[config.mk]
export PLATFORM = sky130hd
export DESIGN_NAME = osc_wake_timer
export DESIGN_NICKNAME = d
export VERILOG_FILES = /design/src/rtl/osc_wake_timer.sv
export SDC_FILE = /design/constraint.sdc
export NUM_CORES = 1
export LEC_CHECK = 0
export ABC_AREA = 0
export BUFFER_PORTS_ARGS = -buffer_cell sky130_fd_sc_hd__buf_2
export CAP_MARGIN = 20
export CORE_MARGIN = 3
export CORE_UTILIZATION = 30
export CTS_BUF_LIST = sky130_fd_sc_hd__clkbuf_8
export DETAILED_ROUTE_END_ITERATION = 8
export GPL_ROUTABILITY_DRIVEN = 0
export PLACE_DENSITY_LB_ADDON = 0.12
export SLEW_MARGIN = 20
export SYNTH_ARGS = -nofsm -noshare
export SYNTH_HDL_FRONTEND = slang
export SYNTH_SLANG_ARGS = --single-unit
[constraint.sdc]
create_clock -name clk -period 5.45 [get_ports clk]
set_input_delay 0.2725 -clock clk [delete_from_list [all_inputs] [get_ports clk]]
set_output_delay 0.2725 -clock clk [all_outputs]
set_load 0.01 [all_outputs]
[src/rtl/osc_wake_timer.sv]
module osc_wake_timer #(
  parameter int XTAL_CYCLES  = 1024,
  parameter int SHORT_CYCLES = 32,
  parameter int XTAL_TAIL_US = 80,
  parameter int RC_US        = 256
) (
  input  logic       clk,
  input  logic       rst_n,
  input  logic       us_tick,
  input  logic       start,
  input  logic [2:0] src_sel,
  output logic       clk_ready
);
  localparam int MAX_A = (XTAL_CYCLES > SHORT_CYCLES) ? XTAL_CYCLES : SHORT_CYCLES;
  localparam int MAX_B = (XTAL_TAIL_US > RC_US) ? XTAL_TAIL_US : RC_US;
  localparam int MAXV  = (MAX_A > MAX_B) ? MAX_A : MAX_B;
  localparam int CW    = $clog2(MAXV + 1);

  typedef enum logic [1:0] {IDLE, CYCLES, TIME, READY} st_t;

  st_t           state;
  logic [2:0]    sel_q;
  logic [CW-1:0] cnt;

  wire is_xtal = (sel_q <= 3'd2);
  wire is_rc   = (sel_q == 3'd3);
  wire new_rc  = (src_sel == 3'd3);

  wire [CW-1:0] cyc_lim  = is_xtal ? CW'(XTAL_CYCLES - 1) : CW'(SHORT_CYCLES - 1);
  wire [CW-1:0] time_lim = is_xtal ? CW'(XTAL_TAIL_US - 1) : CW'(RC_US - 1);

  always_ff @(posedge clk or negedge rst_n) begin
    if (!rst_n) begin
      state <= IDLE;
      sel_q <= 3'd0;
      cnt   <= '0;
    end else if (start) begin
      sel_q <= src_sel;
      cnt   <= '0;
      state <= new_rc ? TIME : CYCLES;
    end else begin
      case (state)
        CYCLES:
          if (cnt == cyc_lim) begin
            cnt   <= '0;
            state <= is_xtal ? TIME : READY;
          end else begin
            cnt <= cnt + 1'b1;
          end
        TIME:
          if (us_tick) begin
            if (cnt == time_lim) begin
              cnt   <= '0;
              state <= READY;
            end else begin
              cnt <= cnt + 1'b1;
            end
          end
        default: ;
      endcase
    end
  end

  assign clk_ready = (state == READY);

  a_r2_start_clears: assert property (@(posedge clk) disable iff (!rst_n)
    start |=> !clk_ready);
  a_r9_ready_holds: assert property (@(posedge clk) disable iff (!rst_n)
    (clk_ready && !start) |=> clk_ready);
  a_r1_no_rise_on_start: assert property (@(posedge clk) disable iff (!rst_n)
    $rose(clk_ready) |-> !$past(start));
  a_r4_rc_skips_cycles: assert property (@(posedge clk) disable iff (!rst_n)
    (state == CYCLES) |-> !is_rc);
  a_r5_time_only_xtal_rc: assert property (@(posedge clk) disable iff (!rst_n)
    (state == TIME) |-> (is_xtal || is_rc));
  a_r3_count_bound: assert property (@(posedge clk) disable iff (!rst_n)
    (state == CYCLES) |-> (cnt <= cyc_lim));
endmodule

==> key figures <==
Pwr
  – Leakage: 0.445 nW
  – Pwr Density: 258 nW/µm²
  – Sequential share of power: 49.2%
  – Comb pwr share: 18.5%
  – Switching component of the power: 0.0000770 W
  – Max VDD drop: 0.156 mV
  – Proportion of power drawn by the clock network: 32.3%
  – Internal power component: 0.000201 W
  – Power Total: 0.000278 W
  – Switching part of the total power: 27.7%

Synthesis
  – Syn Area/Cell: 9.48 µm²
  – Number of warning messages in the yosys log: 0
  – Fraction of synthesis flops using an asynchronous set or reset pin: 100%
  – Most frequently used cell type in the post-synthesis netlist: sky130_fd_sc_hd__dfrtp_1
  – Post-Syn Instances: 102
  – Multiplexer share of the synthesized area: 6.73%
  – Number of distinct library cell variants in the gate-level netlist after synthesis: 39
  – Register bit count reported by yosys: 16
  – Post-synth top area share: 41.4%
  – Synthesized-area fraction occupied by ao, oa, aoi and oai cells: 19.9%
  – Sequential area share after synthesis: 41.4%
  – Biggest area contributors in the synthesized netlist: sky130_fd_sc_hd__dfrtp_1, sky130_fd_sc_hd__mux2_2, sky130_fd_sc_hd__nand2_1
  – Cell type contributing the most total cell area after synthesis: sky130_fd_sc_hd__dfrtp_1
  – EDFF count, synth: 0
  – Cell area after synthesis: 967 µm²
  – Post-synth top flop: sky130_fd_sc_hd__dfrtp_1
  – Post-synthesis net count: 110
  – Synthesized-area fraction occupied by adder cells: 1.29%
  – Share of the synthesized netlist area taken by xor and xnor gates: 1.81%
  – Most frequent cells after synthesis: sky130_fd_sc_hd__dfrtp_1, sky130_fd_sc_hd__nand2_1, sky130_fd_sc_hd__nor2_1
  – Area fraction in and, or, nand and nor cells after synthesis: 24.3%
  – Largest family of logic cells by synthesized area: simple AND/OR/NAND/NOR gates

STA
  – Setup_tns: 0 ps
  – Worst setup slack after layout: 3430 ps
  – Final count of hold timing violations: 0
  – Worst slack on hold paths: 270 ps
  – Maximum clock skew at final layout: 2.17 ps
  – Endpoints failing setup: 0
  – Final period demand of the worst path: 2020 ps
  – Unrepaired setup endpoints after global routing: no
  – Slew of the pin with the lowest slew margin: 403 ps
  – Final number of max-transition violations: 0
  – Final critical-path share of the clock period: 37.1%
  – Highest Clock Rate: 495 MHz
  – Worst slew margin: 73.2%

Status
  – Result of the run: finished, final reports clean

Placement
  – Detailed-placement wirelength estimate: 1510 µm
  – Setup WS pre-CTS: 3430 ps
  – Port-buffer cells: 7

Critical path
  – Crit Reg-Reg Startpoint: sel_q[1]
  – Top cell family by delay on the critical path: compound AO/OA/AOI/OAI gates
  – Crit-path slowest cell: sky130_fd_sc_hd__or4_4
  – Setup slack, reg-to-reg: 3430 ps
  – Worst path cell trace: a21o_1 > or4_4 > a2111oi_4 > nor3_2 > a221o_1
  – Number of buffer and inverter instances along the worst setup path: 0
  – Critical R2R Capture: cnt[4]
  – Sort of element at the end of the critical path: register
  – FF-to-FF path depth: 5
  – Data required time at the worst endpoint: 5580 ps
  – Setup CP Type: register to register
  – Kind of launch point of the worst setup path: register
  – Highest cell delay on the worst timing path: 440 ps
  – Highest net fanout along the worst path: 5
  – CP Data Arrival Time: 2150 ps

GRT
  – First-pass GRT wire length: 3550 µm
  – Total grt overflow: 0
  – Maximum number of pins on one net before global-route repair: 17
  – Initial antenna violation count: 0
  – Via count of the first global-routing pass: 738
  – Overall Global Routing Usage: 11.3%

Clock network
  – Clock transition at the registers of the reported paths: 60 ps
  – Root buffer cell: sky130_fd_sc_hd__clkbuf_8
  – TritonCTS clock tree: built
  – CTS H-Tree Depth: 1
  – Num CTS Buffers: 3
  – Max Buffers Root-to-Sink: 2
  – Clock latency at the later pin of the worst-skew pair: 250 ps
  – Total clock sinks: 16

Die
  – Starting utilization of the core area: 33.3%
  – Die Height: 62.8 µm
  – FP Rows: 19
  – Die Area: 3940 µm²
  – Width of the chip: 62.8 µm
  – Placeable Area: 2900 µm²
  – Number of top-level pins: 8

Detailed routing
  – Via density per instance: 5.27
  – Vias after detailed routing: 791
  – Number of nets with antenna violations after routing: 0
  – Wire length per cell: 13.5 µm
  – Initial DRC count: 21
  – Number of detailed-route iterations in the first pass: 4
  – Final Routed Wirelength: 2030 µm
  – # DRC: 0

Worst hold path
  – Hold path startpoint: src_sel[2]
  – Hold endpoint: sel_q[2]
  – Worst hold stages: 2
  – Kind of path behind the tightest hold check: primary input to register

Layout
  – Number of nets at the end of the flow: 118
  – Antenna diode instance count: 0
  – Final core utilization: 37.1%
  – Relative area change from synthesis to final layout: 11.4%
  – Proportion of layout cells with a drive suffix above 1: 19.4%

Job
  – Max Cap Viol: 0
-- logic make-up after synthesis --
| logic type | Yosys count |
|---|---|
| and+or+nand+nor | 44 |
| AOI/OAI and AO/OA | 25 |
| DFF | 16 |
| buffers and inverters | 8 |
| muxes | 6 |
| xor gates and xnor gates | 2 |
| adders and majority gates | 1 |
-- stage by stage --
stage          instance area [µm²]  std cells
2_1_floorplan                  967        102
4_1_cts                       1080        150
3_5_place_dp                  1030        146
5_1_grt                       1080        150
3_3_place_gp                  1030        146
6_report                      1080        150
-- worst max path at each step --
stage               cells after the start  slack [ps]  endpoint  startpoint
floorplan                               5        3540    cnt[4]      cnt[5]
global placement                        5        3450    cnt[4]    sel_q[1]
detailed placement                      5        3430    cnt[4]    sel_q[1]
CTS                                     5        3430    cnt[4]    sel_q[1]
global route                            5        3320    cnt[4]    sel_q[1]
finish                                  5        3430    cnt[4]    sel_q[1]
-- layout by cell type (no fill, tap or decap), types with 2 or more instances in the layout --
cell type / synthesis / layout
sky130_fd_sc_hd__buf_2: 1 / 7
sky130_fd_sc_hd__nor4_1: 2 / 2
sky130_fd_sc_hd__o31ai_1: 2 / 2
sky130_fd_sc_hd__nand3_1: 4 / 4
sky130_fd_sc_hd__nor2_1: 6 / 6
sky130_fd_sc_hd__nor3_1: 3 / 3
sky130_fd_sc_hd__a21o_1: 3 / 3
sky130_fd_sc_hd__or2_2: 2 / 2
sky130_fd_sc_hd__nand4_1: 2 / 2
sky130_fd_sc_hd__a211oi_1: 2 / 2
sky130_fd_sc_hd__nand3b_1: 2 / 2
sky130_fd_sc_hd__o21ai_1: 2 / 2
sky130_fd_sc_hd__o21ai_0: 3 / 3
sky130_fd_sc_hd__a22o_1: 3 / 3
sky130_fd_sc_hd__mux2i_1: 2 / 2
sky130_fd_sc_hd__or3_1: 2 / 2
sky130_fd_sc_hd__a21oi_1: 4 / 4
sky130_fd_sc_hd__xnor2_1: 2 / 2
sky130_fd_sc_hd__or4_1: 2 / 2
sky130_fd_sc_hd__inv_1: 2 / 2
sky130_fd_sc_hd__nand2_1: 12 / 12
sky130_fd_sc_hd__clkbuf_8: 0 / 3
sky130_fd_sc_hd__dfrtp_1: 16 / 16
sky130_fd_sc_hd__mux2_2: 4 / 4
sky130_fd_sc_hd__nor2b_1: 3 / 3
-- final cells by class --
cell class	instances	area [µm²]
multi-input cells	78	523
clock buffers	3	41.3
inverters	2	7.51
fillers	314	1820
flip-flops and latches	16	400
well taps	42	52.6
repair buffers	9	52.6
-- timing repair --
item | CTS | global route
resized for setup | 0 | 0
endpoints found under the hold margin | 16 | 0
buffers inserted | 0 | 0
hold buffers | 1 | 0
-- worst register-to-register path, stage by stage, from the launching register on --
cell,delay (ps)
sky130_fd_sc_hd__dfrtp_1,370
sky130_fd_sc_hd__a21o_1,230
sky130_fd_sc_hd__or4_4,440
sky130_fd_sc_hd__a2111oi_4,430
sky130_fd_sc_hd__nor3_2,130
sky130_fd_sc_hd__a221o_1,300
-- power by group through the flow --
stage / Sequential (W) / Clock, W / Combinational (W)
2_1_floorplan: 0.000137 / 0 / 0.0000377
3_3_place_gp: 0.000139 / 0 / 0.0000518
3_5_place_dp: 0.000139 / 0 / 0.0000515
4_1_cts: 0.000137 / 0.0000918 / 0.0000520
5_1_grt: 0.000138 / 0.0000967 / 0.0000589
6_report: 0.000137 / 0.0000898 / 0.0000513
-- state kept, by name, summed over array words and instances (netlist names) --
signal / cells
sel_q: 3
state: 2
cnt: 11
-- metal layers --
layer	vias up	wire, µm	part of all wire [%]	GRT usage, %
met2	18	847	42	14.4
met4	0	45	2.2	6.06
met1	378	1070	53	17.3
met3	6	67	3.3	2.16
met5	-	0	0	0
li1	389	-	-	-
(Power assumes the default switching activity.)
